### src/rtl/lift53_pkg.sv
package lift53_pkg;

  typedef enum logic {
    MODE_FWD = 1'b0,
    MODE_INV = 1'b1
  } lift_mode_t;

  typedef struct packed {
    logic sub;   // 1: base - term, 0: base + term
    logic half;  // 1: shift by one bit, 0: shift by two bits
  } pe_ctrl_t;

  localparam int unsigned NUM_PE = 2;

  // Element 0 predicts in forward and un-updates in inverse;
  // element 1 does the opposite role of the selected direction.
  function automatic pe_ctrl_t role_ctrl(lift_mode_t md, int unsigned idx);
    pe_ctrl_t c;
    logic predict;
    predict = ((md == MODE_FWD) == (idx == 0));
    c.half  = predict;
    c.sub   = predict ? (md == MODE_FWD) : (md == MODE_INV);
    return c;
  endfunction

endpackage

### src/rtl/lift_pe.sv
module lift_pe
  import lift53_pkg::*;
#(
  parameter int W = 11
) (
  input  logic signed [W-1:0] opa,
  input  logic signed [W-1:0] opb,
  input  logic signed [W-1:0] base,
  input  pe_ctrl_t            ctrl,
  output logic signed [W-1:0] res
);

  localparam int SW = W + 1;

  logic signed [SW-1:0] sum;
  logic signed [SW-1:0] term;
  logic signed [W-1:0]  term_w;

  always_comb begin
    sum    = SW'(opa) + SW'(opb);
    term   = ctrl.half ? (sum >>> 1) : (sum >>> 2);
    term_w = term[W-1:0];
    res    = ctrl.sub ? (base - term_w) : (base + term_w);
  end

endmodule

### src/rtl/lift_split.sv
module lift_split #(
  parameter int W = 11
) (
  input  logic                clk,
  input  logic                rst_n,
  input  logic                in_valid,
  output logic                in_ready,
  input  logic signed [W-1:0] in_data,
  output logic                pair_valid,
  input  logic                pair_ready,
  output logic signed [W-1:0] pair_even,
  output logic signed [W-1:0] pair_odd
);

  logic                have;
  logic signed [W-1:0] even_q;

  assign pair_valid = have && in_valid;
  assign pair_even  = even_q;
  assign pair_odd   = in_data;
  assign in_ready   = !have || pair_ready;

  always_ff @(posedge clk) begin
    if (!rst_n) begin
      have   <= 1'b0;
      even_q <= '0;
    end else if (in_valid && in_ready) begin
      if (!have) even_q <= in_data;
      have <= !have;
    end
  end

  // an even sample accepted with no partner is held for the next odd one
  a_r2_even_latched: assert property (@(posedge clk) disable iff (!rst_n)
    (in_valid && in_ready && !have) |=> have);

endmodule

### src/rtl/lift_merge.sv
module lift_merge #(
  parameter int W = 11
) (
  input  logic                clk,
  input  logic                rst_n,
  input  logic                en,
  input  logic                pair_valid,
  input  logic signed [W-1:0] pair_lo,
  input  logic signed [W-1:0] pair_hi,
  output logic                pair_take,
  output logic                smp_valid,
  input  logic                smp_ready,
  output logic signed [W-1:0] smp_data
);

  logic phase;  // 0: even word next, 1: odd word next

  assign smp_valid = en && pair_valid;
  assign smp_data  = en ? (phase ? pair_hi : pair_lo) : '0;
  assign pair_take = smp_valid && smp_ready && phase;

  always_ff @(posedge clk) begin
    if (!rst_n)                       phase <= 1'b0;
    else if (smp_valid && smp_ready)  phase <= !phase;
  end

  // every delivered sample flips the even/odd phase
  a_r3_phase_toggle: assert property (@(posedge clk) disable iff (!rst_n)
    (smp_valid && smp_ready) |=> (phase != $past(phase)));

  // a stalled sample stays put
  a_r5_smp_hold: assert property (@(posedge clk) disable iff (!rst_n)
    (smp_valid && !smp_ready) |=> (smp_valid && $stable(smp_data)));

endmodule

### src/rtl/lift53_core.sv
module lift53_core
  import lift53_pkg::*;
#(
  parameter int W = 11
) (
  input  logic                clk,
  input  logic                rst_n,
  input  logic                mode,
  input  logic                in_smp_valid,
  output logic                in_smp_ready,
  input  logic signed [W-1:0] in_smp_data,
  input  logic                in_cf_valid,
  output logic                in_cf_ready,
  input  logic signed [W-1:0] in_cf_lo,
  input  logic signed [W-1:0] in_cf_hi,
  output logic                out_cf_valid,
  input  logic                out_cf_ready,
  output logic signed [W-1:0] out_cf_lo,
  output logic signed [W-1:0] out_cf_hi,
  output logic                out_smp_valid,
  input  logic                out_smp_ready,
  output logic signed [W-1:0] out_smp_data
);

  lift_mode_t mode_e;
  logic       inv;
  assign mode_e = lift_mode_t'(mode);
  assign inv    = (mode_e == MODE_INV);

  // splitter (forward input path)
  logic                sp_valid, sp_ready, sp_in_ready;
  logic signed [W-1:0] sp_even, sp_odd;

  lift_split #(.W(W)) u_split (
    .clk        (clk),
    .rst_n      (rst_n),
    .in_valid   (in_smp_valid && !inv),
    .in_ready   (sp_in_ready),
    .in_data    (in_smp_data),
    .pair_valid (sp_valid),
    .pair_ready (sp_ready),
    .pair_even  (sp_even),
    .pair_odd   (sp_odd)
  );

  // pipeline state
  logic signed [W-1:0] hist_a, hist_b;   // stage-0 history
  logic signed [W-1:0] mid_x, mid_y;     // register between elements
  logic                mid_v;
  logic signed [W-1:0] hist_g;           // stage-1 history
  logic signed [W-1:0] q_lo, q_hi;       // output pair
  logic                q_v;

  logic                p_valid;
  logic signed [W-1:0] p0, p1;
  logic                out_take, adv_q, adv_mid, mg_take;

  logic signed [W-1:0] pe_a [NUM_PE];
  logic signed [W-1:0] pe_b [NUM_PE];
  logic signed [W-1:0] pe_c [NUM_PE];
  logic signed [W-1:0] pe_r [NUM_PE];
  pe_ctrl_t            pe_k [NUM_PE];

  always_comb begin
    p_valid  = inv ? in_cf_valid : sp_valid;
    p0       = inv ? in_cf_lo    : sp_even;
    p1       = inv ? in_cf_hi    : sp_odd;
    pe_a[0]  = hist_a;
    pe_b[0]  = inv ? p1 : p0;
    pe_c[0]  = inv ? p0 : hist_b;
    pe_a[1]  = hist_g;
    pe_b[1]  = mid_x;
    pe_c[1]  = mid_y;
    out_take = inv ? mg_take : out_cf_ready;
    adv_q    = !q_v || out_take;
    adv_mid  = !mid_v || adv_q;
  end

  for (genvar i = 0; i < NUM_PE; i++) begin : g_pe
    assign pe_k[i] = role_ctrl(mode_e, i);
    lift_pe #(.W(W)) u_pe (
      .opa  (pe_a[i]),
      .opb  (pe_b[i]),
      .base (pe_c[i]),
      .ctrl (pe_k[i]),
      .res  (pe_r[i])
    );
  end

  assign sp_ready     = !inv && adv_mid;
  assign in_smp_ready = !inv && sp_in_ready;
  assign in_cf_ready  = inv && adv_mid;

  always_ff @(posedge clk) begin
    if (!rst_n) begin
      hist_a <= '0;
      hist_b <= '0;
      mid_x  <= '0;
      mid_y  <= '0;
      mid_v  <= 1'b0;
      hist_g <= '0;
      q_lo   <= '0;
      q_hi   <= '0;
      q_v    <= 1'b0;
    end else begin
      if (adv_mid) begin
        mid_v <= p_valid;
        if (p_valid) begin
          mid_x  <= pe_r[0];
          mid_y  <= hist_a;
          hist_a <= inv ? p1 : p0;
          hist_b <= p1;
        end
      end
      if (adv_q) begin
        q_v <= mid_v;
        if (mid_v) begin
          hist_g <= mid_x;
          q_lo   <= inv ? hist_g  : pe_r[1];
          q_hi   <= inv ? pe_r[1] : mid_x;
        end
      end
    end
  end

  assign out_cf_valid = !inv && q_v;
  assign out_cf_lo    = inv ? '0 : q_lo;
  assign out_cf_hi    = inv ? '0 : q_hi;

  lift_merge #(.W(W)) u_merge (
    .clk        (clk),
    .rst_n      (rst_n),
    .en         (inv),
    .pair_valid (q_v),
    .pair_lo    (q_lo),
    .pair_hi    (q_hi),
    .pair_take  (mg_take),
    .smp_valid  (out_smp_valid),
    .smp_ready  (out_smp_ready),
    .smp_data   (out_smp_data)
  );

  // a stalled coefficient pair stays put
  a_r5_cf_hold: assert property (@(posedge clk) disable iff (!rst_n)
    (out_cf_valid && !out_cf_ready) |=>
      (out_cf_valid && $stable(out_cf_lo) && $stable(out_cf_hi)));

  // the first cycle after reset shows no output traffic
  a_r6_quiet_after_reset: assert property (@(posedge clk)
    ($past(!rst_n) && rst_n) |-> (!out_cf_valid && !out_smp_valid));

  // the idle direction's input is never acknowledged
  a_r4_idle_input: assert property (@(posedge clk) disable iff (!rst_n)
    !(in_cf_ready && in_smp_ready));

endmodule

### config.mk
export PLATFORM = sky130hd
export DESIGN_NAME = lift53_core
export DESIGN_NICKNAME = d
export VERILOG_FILES = /design/src/rtl/lift53_pkg.sv /design/src/rtl/lift_pe.sv /design/src/rtl/lift_split.sv /design/src/rtl/lift_merge.sv /design/src/rtl/lift53_core.sv
export SDC_FILE = /design/constraint.sdc
export NUM_CORES = 1
export LEC_CHECK = 0
export ABC_AREA = 1
export CAP_MARGIN = 40
export CORE_ASPECT_RATIO = 0.7
export CORE_MARGIN = 2
export CORE_UTILIZATION = 55
export CTS_BUF_LIST = sky130_fd_sc_hd__clkbuf_8
export CTS_CLUSTER_DIAMETER = 100
export DETAILED_ROUTE_END_ITERATION = 6
export DONT_BUFFER_PORTS = 1
export PLACE_DENSITY = 0.81
export SLEW_MARGIN = 20
export SYNTH_ARGS = -nofsm -noshare
export SYNTH_HDL_FRONTEND = slang
export SYNTH_SLANG_ARGS = --single-unit
### constraint.sdc
create_clock -name clk -period 6.6 [get_ports clk]
set_clock_uncertainty 0.15 [all_clocks]
set_input_delay 0.99 -clock clk [delete_from_list [all_inputs] [get_ports clk]]
set_output_delay 0.99 -clock clk [all_outputs]
set_load 0.01 [all_outputs]
==> qor.yml, run 1 <==
outcome:
  status: "completed"
placed_design:
  port_buffers: 0
  pre_cts_slack_ns: 2.51
  dp_hpwl_mm: 11.3
  place.gp.congestion: 0.998
power:
  sw_frac_of_total_pct: 36.9
  p_sw_mw: 0.553
  p_int_mw: 0.945
  sequentialPowerShare_pct: 42.0
  powerDensity_nw_per_um2: 234
  ir_drop_v: 0.000152
  p_clk_share_pct: 26.9
  power_leakage_nw: 2.88
  comb_power_share_pct: 31.1
die:
  rows: 32
  dieArea_um2: 12200
  die_h_um: 93.0
  start_util_pct: 56.5
  chipWidth_um: 131
  io_pins: 77
  core-area_um2: 11000
cts:
  clkTransAtPathRegs_ns: 0.10
  cts_tree: "built"
  worstSkewPairLatency_ns: 0.38
  cts_sinks: 92
  cts_setup_buffers: 0
  clockBufferDepth: 2
  cts_buffers: 9
  cts_htree_levels: 3
  root_buffer: "clkbuf_8"
  holdBufCountCts: 0
  ctsResizeCount: 0
sta:
  maxSlewHeadroom_pct: 52.1
  rsz0062_at_grt: "no"
  setup_viol: 0
  clock.fmax_ghz: 0.262
  finalCriticalPeriod_ns: 3.81
  hold_viol_final: 0
  maxSlewViolCount: 0
  setup_tns_ns: 0
  worst_slack_ns: 2.79
  max_slew.worst_pin.slew_ns: 0.718
  fin_crit_sh_pct: 57.8
synthesis:
  synthArstFlopShare_pct: 0
  syn_inst: 930
  ys_seq_area_share_pct: 29.6
  ys_ff_latch: 92
  avgSynthCellArea_um2: 6.69
  ys_warn_count: 0
  ys.flop_type: "dfxtp_1"
  synth-edff-count: 0
  synth.distinct_cells: 38
  synth_fp_nets: 1014
  netlist_area_um2: 6220
global_route:
  grtUsageMet1_pct: 37.6
  grt_max_degree: 107
  grt.total_usage_pct: 26.1
  antenna_found_initial: 0
  grt_pass1_vias: 5206
  grt_util_met2_pct: 38.0
  grt_use_met3_pct: 7.64
  grt_pass1_wl_mm: 25.9
  grt_overflow_total: 0
  top_usage_layer: "met2"
route:
  vias: 5891
  drtIter0Drc: 521
  routed_wl_mm: 15.3
  viasPerCell: 5.58
  wire_per_inst_um: 14.5
  dr.pass1.iters: 5
  ant_nets: 0
  drc: 0
final_layout:
  antenna_cells: 0
  nFillCells: 1050
  post-route-util_pct: 58.2
  synthToLayoutAreaGrowth_pct: 2.94
  final_nets: 981
  regArea_um2: 1840
  drive_above_1_share_pct: 3.99
  multi_input_area_um2: 3740
  final_common_cell: "nand2_1"
  mostFrequentLayoutCells: "191 x nand2_1, 119 x o21ai_0, 113 x nor2_1"
setup_path:
  r2r_cells: 19
  cp-end-kind: "register"
  cp-start-kind: "input port"
  r2r_end: "q_lo[10]"
  worstSetupPathType: "input port to register"
  cp-startpoint: "mode"
  crit_fanout: 106
  crit_path_end: "mid_x[7]"
  timing.reg2reg.setup_slack_ns: 3.03
  critPathArrivalTime_ns: 3.94
  reg2reg_from: "mid_x[3]"
  worst_ep_required_time_ns: 6.73
flow_run:
  drv_cap: 0
hold_path:
  hp-class: "register to register"
-- Yosys cell counts, types with 2 or more instances --
cell	number	share of area [%]
nand3b_1	6	0.72
o211ai_1	9	1.1
fa_1	4	1.3
nor2_1	113	6.8
a21oi_1	82	6.6
inv_2	4	0.24
o21ai_0	119	9.6
xnor2_1	6	0.84
dfxtp_1	92	30
or2_2	2	0.20
xor2_1	22	3.1
clkbuf_1	23	1.4
mux2i_1	4	0.64
nand3_1	34	2.7
a211oi_1	5	0.60
a21o_1	2	0.24
o21bai_1	4	0.48
o21ai_2	2	0.28
inv_1	96	5.8
ha_1	40	8.0
buf_6	9	1.6
a31oi_1	24	2.4
nand4_1	4	0.40
a221oi_2	2	0.48
buf_2	9	0.72
buf_4	2	0.24
nor3_1	7	0.56
buf_1	4	0.24
nand2_1	191	12
-- worst max-delay path: stages --
cell	delay, ns
o21ai_0	0.38
ha_1	0.38
a21oi_1	0.17
nand2_1	0.09
a21oi_1	0.19
xor2_1	0.26
nand2_1	0.09
o21ai_0	0.10
ha_1	0.31
a21oi_1	0.13
o21ai_0	0.12
a21oi_1	0.26
nor2_1	0.07
nor2_1	0.12
xor2_1	0.17
a21oi_1	0.08
-- kinds of logic after synthesis --
| family | count (synthesis) | synth area share [%] |
|---|---|---|
| compound gates | 253 | 22.6 |
| mux | 4 | 0.644 |
| simple gates | 361 | 23.5 |
| fa+ha+maj | 44 | 9.33 |
| xor+xnor | 28 | 3.94 |
| flops | 92 | 29.6 |
| buf+inv | 148 | 10.4 |
-- through the flow --
step                      cells  hold slack, ns  area, um^2  power [mW]
after floorplan             930           0.274        6220        1.01
after global placement     1037           0.283        6160        1.09
after detailed placement   1038           0.287        6190        1.10
after CTS                  1054           0.301        6390        1.49
after global routing       1055           0.327        6400        1.59
final                      1055           0.301        6400        1.50
-- layer usage --
layer / vias up / share of wire [%]
met5: - / 0
met4: 0 / 1.2
met3: 19 / 9.6
met2: 213 / 40
met1: 2661 / 49
li1: 2998 / -
-- worst min-delay path by stage --
stage / startpoint / depth (start not counted) / end
floorplan: u_split.pair_even[4] / 2 / u_split.pair_even[4]
global placement: u_split.pair_even[1] / 2 / u_split.pair_even[1]
detailed placement: u_split.pair_even[1] / 2 / u_split.pair_even[1]
CTS: u_split.pair_even[5] / 2 / u_split.pair_even[5]
global route: u_split.pair_even[10] / 2 / u_split.pair_even[10]
finish: u_split.pair_even[5] / 2 / u_split.pair_even[5]
-- area by class of cell --
cell class / count / area share, %
clock inverter: 7 / 1.25
timing repair buffer: 3 / 0.781
sequential: 92 / 28.8
clock buffer: 9 / 1.93
inverter: 101 / 5.96
tap: 153 / 2.99
multi-input combinational: 690 / 58.3
-- state kept, by name, indices dropped and copies added, names as in the netlist --
name	count
mid_x	11
hist_b	11
mid_y	11
u_merge.phase	1
hist_a	11
q_lo	11
u_split.have	1
u_split.pair_even	11
q_hi	11
q_v	1
hist_g	11
mid_v	1
-- power by group through the flow --
stage	sequential (mW)	clock, mW	combinational [mW]
3_5_place_dp	0.643	0	0.454
4_1_cts	0.630	0.408	0.457
5_1_grt	0.636	0.427	0.527
3_3_place_gp	0.641	0	0.447
6_report	0.630	0.403	0.466
2_1_floorplan	0.631	0	0.381
Note: power is estimated with default switching activity, not from simulation.
==> inputs of run 2 (changes only) <==
- PLACE_DENSITY: 0.81 -> 0.84
- clock period: 6.6 -> 3.4 ns (I/O delays scaled with it)
==> run 2 against run 1 <==
Via count is 4.5% higher; die area stayed put; flip-flop and latch count stayed put; combinational power is 140% higher; final area is 8.5% higher; hold slack worse by 0.19 ns; worst setup slack worse by 2.7 ns; cell count is 3.9% higher; largest cell class unchanged.
==> qor.yml, run 2 (synthesized netlist as in run 1, its figures left out) <==
outcome:
  status: "completed"
sta:
  worst_slack_ns: 0.111
  max_slew.worst_pin.slew_ns: 0.688
  hold_viol_final: 0
  maxSlewHeadroom_pct: 54.1
  clock.fmax_ghz: 0.304
  fin_crit_sh_pct: 96.7
  maxSlewViolCount: 0
  finalCriticalPeriod_ns: 3.29
  setup_viol: 0
setup_path:
  crit_fanout: 4
  timing.reg2reg.setup_slack_ns: 0.11
  cpMaxStageDelayCell: "fa_2"
  crit_path_frequent_cell: "nand2_1"
  cp-start-kind: "register"
  r2r_cells: 20
  critPathArrivalTime_ns: 3.37
  r2r_end: "q_lo[10]"
  cp.buffers_inverters: 4
  slowest_delay_ns: 0.40
  path_cells: "nand2_1, fa_2, inv_1, a21oi_2, nor2_1, nor2_1, xor2_1, mux2i_1, ha_1, inv_2, o21bai_1, a31oi_1, nand2_1, nor2_1, buf_4, inv_1, nand2_1, nand3_1, nand2_1, a21oi_1"
  worstSetupPathType: "register to register"
  reg2reg_from: "mid_x[0]"
  cp-end-kind: "register"
  worst_ep_required_time_ns: 3.48
  path_delay_family: "adder cells"
placed_design:
  port_buffers: 0
  place_area_um2: 6500
  place.gp.congestion: 1.01
  dp_hpwl_mm: 11.7
  pre_cts_slack_ns: -0.0625
power:
  power_leakage_nw: 3.07
  power_mw: 3.12
  ir_drop_v: 0.000360
  powerDensity_nw_per_um2: 449
route:
  dr.pass1.iters: 5
  routed_wl_mm: 16.3
  viasPerCell: 5.62
  drc: 0
  drtIter0Drc: 622
  wire_per_inst_um: 14.9
  vias: 6158
  ant_nets: 0
final_layout:
  final_nets: 1022
  antenna_cells: 0
  mostFrequentLayoutCells: "185 x nand2_1, 113 x nor2_1, 104 x o21ai_0"
  final_area_um2: 6950
  nFillCells: 968
  final_common_cell: "nand2_1"
  drive_above_1_share_pct: 13.4
  synthToLayoutAreaGrowth_pct: 11.7
die:
  rows: 32
  start_util_pct: 56.5
  dieArea_um2: 12200
  core-area_um2: 11000
  io_pins: 77
  chipWidth_um: 131
  die_h_um: 93.0
cts:
  cts_sinks: 92
  worstSkewPairLatency_ns: 0.37
  clockBufferDepth: 2
  cts_tree: "built"
  clkTransAtPathRegs_ns: 0.09
  root_buffer: "clkbuf_8"
  holdBufCountCts: 0
  cts_buffers: 9
  cts_htree_levels: 3
global_route:
  grt.total_usage_pct: 26.5
  grt_overflow_total: 0
  grt_max_degree: 107
  grt_pass1_vias: 5557
  antenna_found_initial: 0
  grt_pass1_wl_mm: 26.4
hold_path:
  holdPathStages: 2
  hp-class: "input port to register"
  hold_path_end: "mid_y[0]"
  min-delay-start: "rst_n"
flow_run:
  drv_cap: 0
==> run 2: worst max-delay path by stage <==
| stage | start | endpoint | slack (ns) | cells past startpoint |
|---|---|---|---|---|
| 6_report | mid_x[0] | q_lo[10] | 0.11 | 20 |
| 2_1_floorplan | mode | mid_x[9] | -0.02 | 22 |
| 4_1_cts | mid_x[3] | q_lo[10] | 0.08 | 19 |
| 5_1_grt | mid_x[3] | q_lo[10] | -0.04 | 20 |
| 3_3_place_gp | mode | mid_x[8] | 0.06 | 16 |
| 3_5_place_dp | mode | mid_x[8] | -0.06 | 16 |
==> run 2: per-stage QoR <==
stage | utilization (%) | hold WS (ns) | TNS (ns) | instances
6_report | 63.1 | 0.114 | 0 | 1096
5_1_grt | 63.1 | 0.0944 | -0.0894 | 1096
4_1_cts | 60.9 | 0.104 | 0 | 1089
3_5_place_dp | 59.1 | 0.285 | -0.120 | 1073
3_3_place_gp | 59.1 | 0.283 | 0 | 1073
2_1_floorplan | - | 0.274 | -0.0339 | 930
==> run 2: where the power goes <==
group | switching [mW] | internal (mW) | leakage [nW]
Clock | 0.418 | 0.368 | 0.108
Sequential | 0.0662 | 1.16 | 0.760
Combinational | 0.650 | 0.455 | 2.21
==> run 2: layout make-up <==
cell class	instances	area (um^2)	area share, %
clock buffers	10	138	1.98
well taps	153	191	2.75
clock inverters	6	70.1	1.01
flip-flops and latches	92	1850	26.7
repair buffers	44	343	4.93
inverters	101	382	5.49
multi-input cells	690	3980	57.2
==> run 2: layer usage <==
metal	vias to the layer above	wire length (um)	part of all wire, %	global-route usage, %
met2	271	7110	44	41.3
met5	-	0	0	0
met1	2779	7400	45	37.5
met4	0	206	1.3	5.80
li1	3083	-	-	-
met3	25	1560	9.6	6.23
==> run 2: timing repair <==
item	4_1_cts	5_1_grt
resized for setup	0	44
setup endpoints to repair	0	18
setup buffers	0	7
==> inputs of run 3 (changes only) <==
- ABC_CLOCK_PERIOD_IN_PS: default -> 3400
- PLACE_DENSITY: 0.84 -> default
- PLACE_DENSITY_LB_ADDON: default -> 0.08
==> run 3 against run 2 <==
Via count up 3.1%; total power up 2.6%; critical path depth unchanged; die area unchanged; count of clock-buffer cells in the layout down 1; clock power down 6.0%; worst setup slack better by 0.052 ns.
==> qor.yml, run 3 (synthesized netlist as in run 1, its figures left out) <==
outcome:
  status: "completed"
hold_path:
  hp-class: "input port to register"
power:
  p_clk_share_pct: 23.1
  ir_drop_v: 0.000260
  sequentialPowerShare_pct: 38.3
  comb_power_share_pct: 38.6
  sw_frac_of_total_pct: 38.6
  power_leakage_nw: 3.24
  p_int_mw: 1.97
  powerDensity_nw_per_um2: 442
  power_mw: 3.20
  p_sw_mw: 1.24
setup_path:
  worst_ep_required_time_ns: 3.52
  slowest_delay_ns: 0.32
  crit_fanout: 3
  worstSetupPathType: "register to register"
  cpMaxStageDelayCell: "dfxtp_1"
  critPathArrivalTime_ns: 3.36
  path_cells: "inv_1, o21ai_2, ha_4, a21o_1, nand3_1, nand2_2, a21oi_2, nor2_1, nor2_1, xor2_1, nand2_1, nand2_1, ha_1, buf_4, a31oi_2, nand3_1, a21oi_2, o21ai_1, o211ai_1, inv_1"
  cp-end-kind: "register"
  cp-start-kind: "register"
cts:
  root_buffer: "clkbuf_8"
  worstSkewPairLatency_ns: 0.37
  clkTransAtPathRegs_ns: 0.11
  cts_buffers: 9
  cts_tree: "built"
  clockBufferDepth: 2
  cts_sinks: 92
  cts_htree_levels: 3
final_layout:
  antenna_cells: 0
  final_common_cell: "nand2_1"
  final_nets: 1051
  regArea_um2: 1850
  drive_above_1_share_pct: 18.6
  multi_input_area_um2: 4070
  mostFrequentLayoutCells: "181 x nand2_1, 112 x nor2_1, 101 x o21ai_0"
  nFillCells: 1020
  synthToLayoutAreaGrowth_pct: 16.3
  final_cells: 1125
sta:
  fin_crit_sh_pct: 95.2
  setup_viol: 0
  maxSlewViolCount: 0
  maxSlewHeadroom_pct: 52.5
  hold_viol_final: 0
  rsz0062_at_grt: "yes"
  clock.fmax_ghz: 0.309
  max_slew.worst_pin.slew_ns: 0.711
  finalCriticalPeriod_ns: 3.24
  worst_slack_ns: 0.163
global_route:
  antenna_found_initial: 1
  grt_overflow_total: 0
  grt.total_usage_pct: 30.2
  grt_pass1_vias: 5907
  grt_max_degree: 107
  grt_pass1_wl_mm: 29.6
route:
  drc: 0
  drtIter0Drc: 505
  ant_nets: 0
  routed_wl_mm: 18.5
  wire_per_inst_um: 16.4
  viasPerCell: 5.64
  dr.pass1.iters: 7
  vias: 6346
die:
  core-area_um2: 11000
  die_h_um: 93.0
  rows: 32
  chipWidth_um: 131
  start_util_pct: 56.5
  dieArea_um2: 12200
  io_pins: 77
flow_run:
  drv_cap: 0
placed_design:
  pre_cts_slack_ns: -0.193
  port_buffers: 0
  place.gp.congestion: 0.957
  dp_hpwl_mm: 13.9
  place_inst: 1102
==> run 3: power groups by stage <==
| stage | sequential [mW] | combinational, mW | clock, mW |
|---|---|---|---|
| 3_3_place_gp | 1.24 | 1.10 | 0 |
| 3_5_place_dp | 1.24 | 1.11 | 0 |
| 2_1_floorplan | 1.23 | 0.759 | 0 |
| 5_1_grt | 1.24 | 1.36 | 0.780 |
| 6_report | 1.23 | 1.24 | 0.739 |
| 4_1_cts | 1.22 | 1.12 | 0.742 |
==> run 3: what timing repair did <==
item | in CTS | in global routing
endpoints found under the setup margin | 2 | 24
hold buffers | 0 | 0
pin swaps | 0 | 36
buffers inserted | 0 | 7
gates resized for setup | 1 | 76
==> run 3: cell type report <==
class | instances | share of cell area, %
multi-input cells | 690 | 56.2
flip-flops and latches | 92 | 25.6
repair buffers | 73 | 7.57
inverters | 101 | 5.27
well taps | 153 | 2.65
clock buffers | 9 | 1.71
clock inverters | 7 | 0.934
==> run 3: worst paths after layout <==
path	slack [ns]	cells past startpoint	end	start
hold reg to reg	0.31	2	u_split.pair_even[10]	u_split.pair_even[10]
setup reg to reg	0.16	20	mid_x[9]	u_split.pair_even[3]
setup / recovery	0.16	20	mid_x[9]	u_split.pair_even[3]
hold / removal	0.11	2	hist_g[2]	rst_n
==> run 3: layer usage <==
layer	track usage [%]	wire, um	vias up
met4	5.71	208	2
met1	44.8	9130	2955
met2	45.3	7640	213
li1	-	-	3149
met3	6.83	1490	27
met5	0	13	-
==> run 3: worst max-delay path, delay by kind of cell (launching register included) <==
| family | cells | cell delay, ns |
|---|---|---|
| AOI/OAI and AO/OA | 7 | 1.03 |
| xor gates and xnor gates | 1 | 0.26 |
| adders and majority gates | 2 | 0.50 |
| buffers and inverters | 3 | 0.28 |
| DFF | 1 | 0.32 |
| and+or+nand+nor | 7 | 0.62 |
==> run 3: metrics by stage <==
step	setup TNS [ns]	area, um^2	utilization (%)	hold slack, ns
after floorplan	-0.0339	6300	-	0.274
after global placement	-0.255	6710	60.9	0.282
after detailed placement	-0.463	6710	60.9	0.288
after CTS	0	6900	62.7	0.109
after global routing	-0.303	7240	65.7	0.112
final	0	7240	65.7	0.105
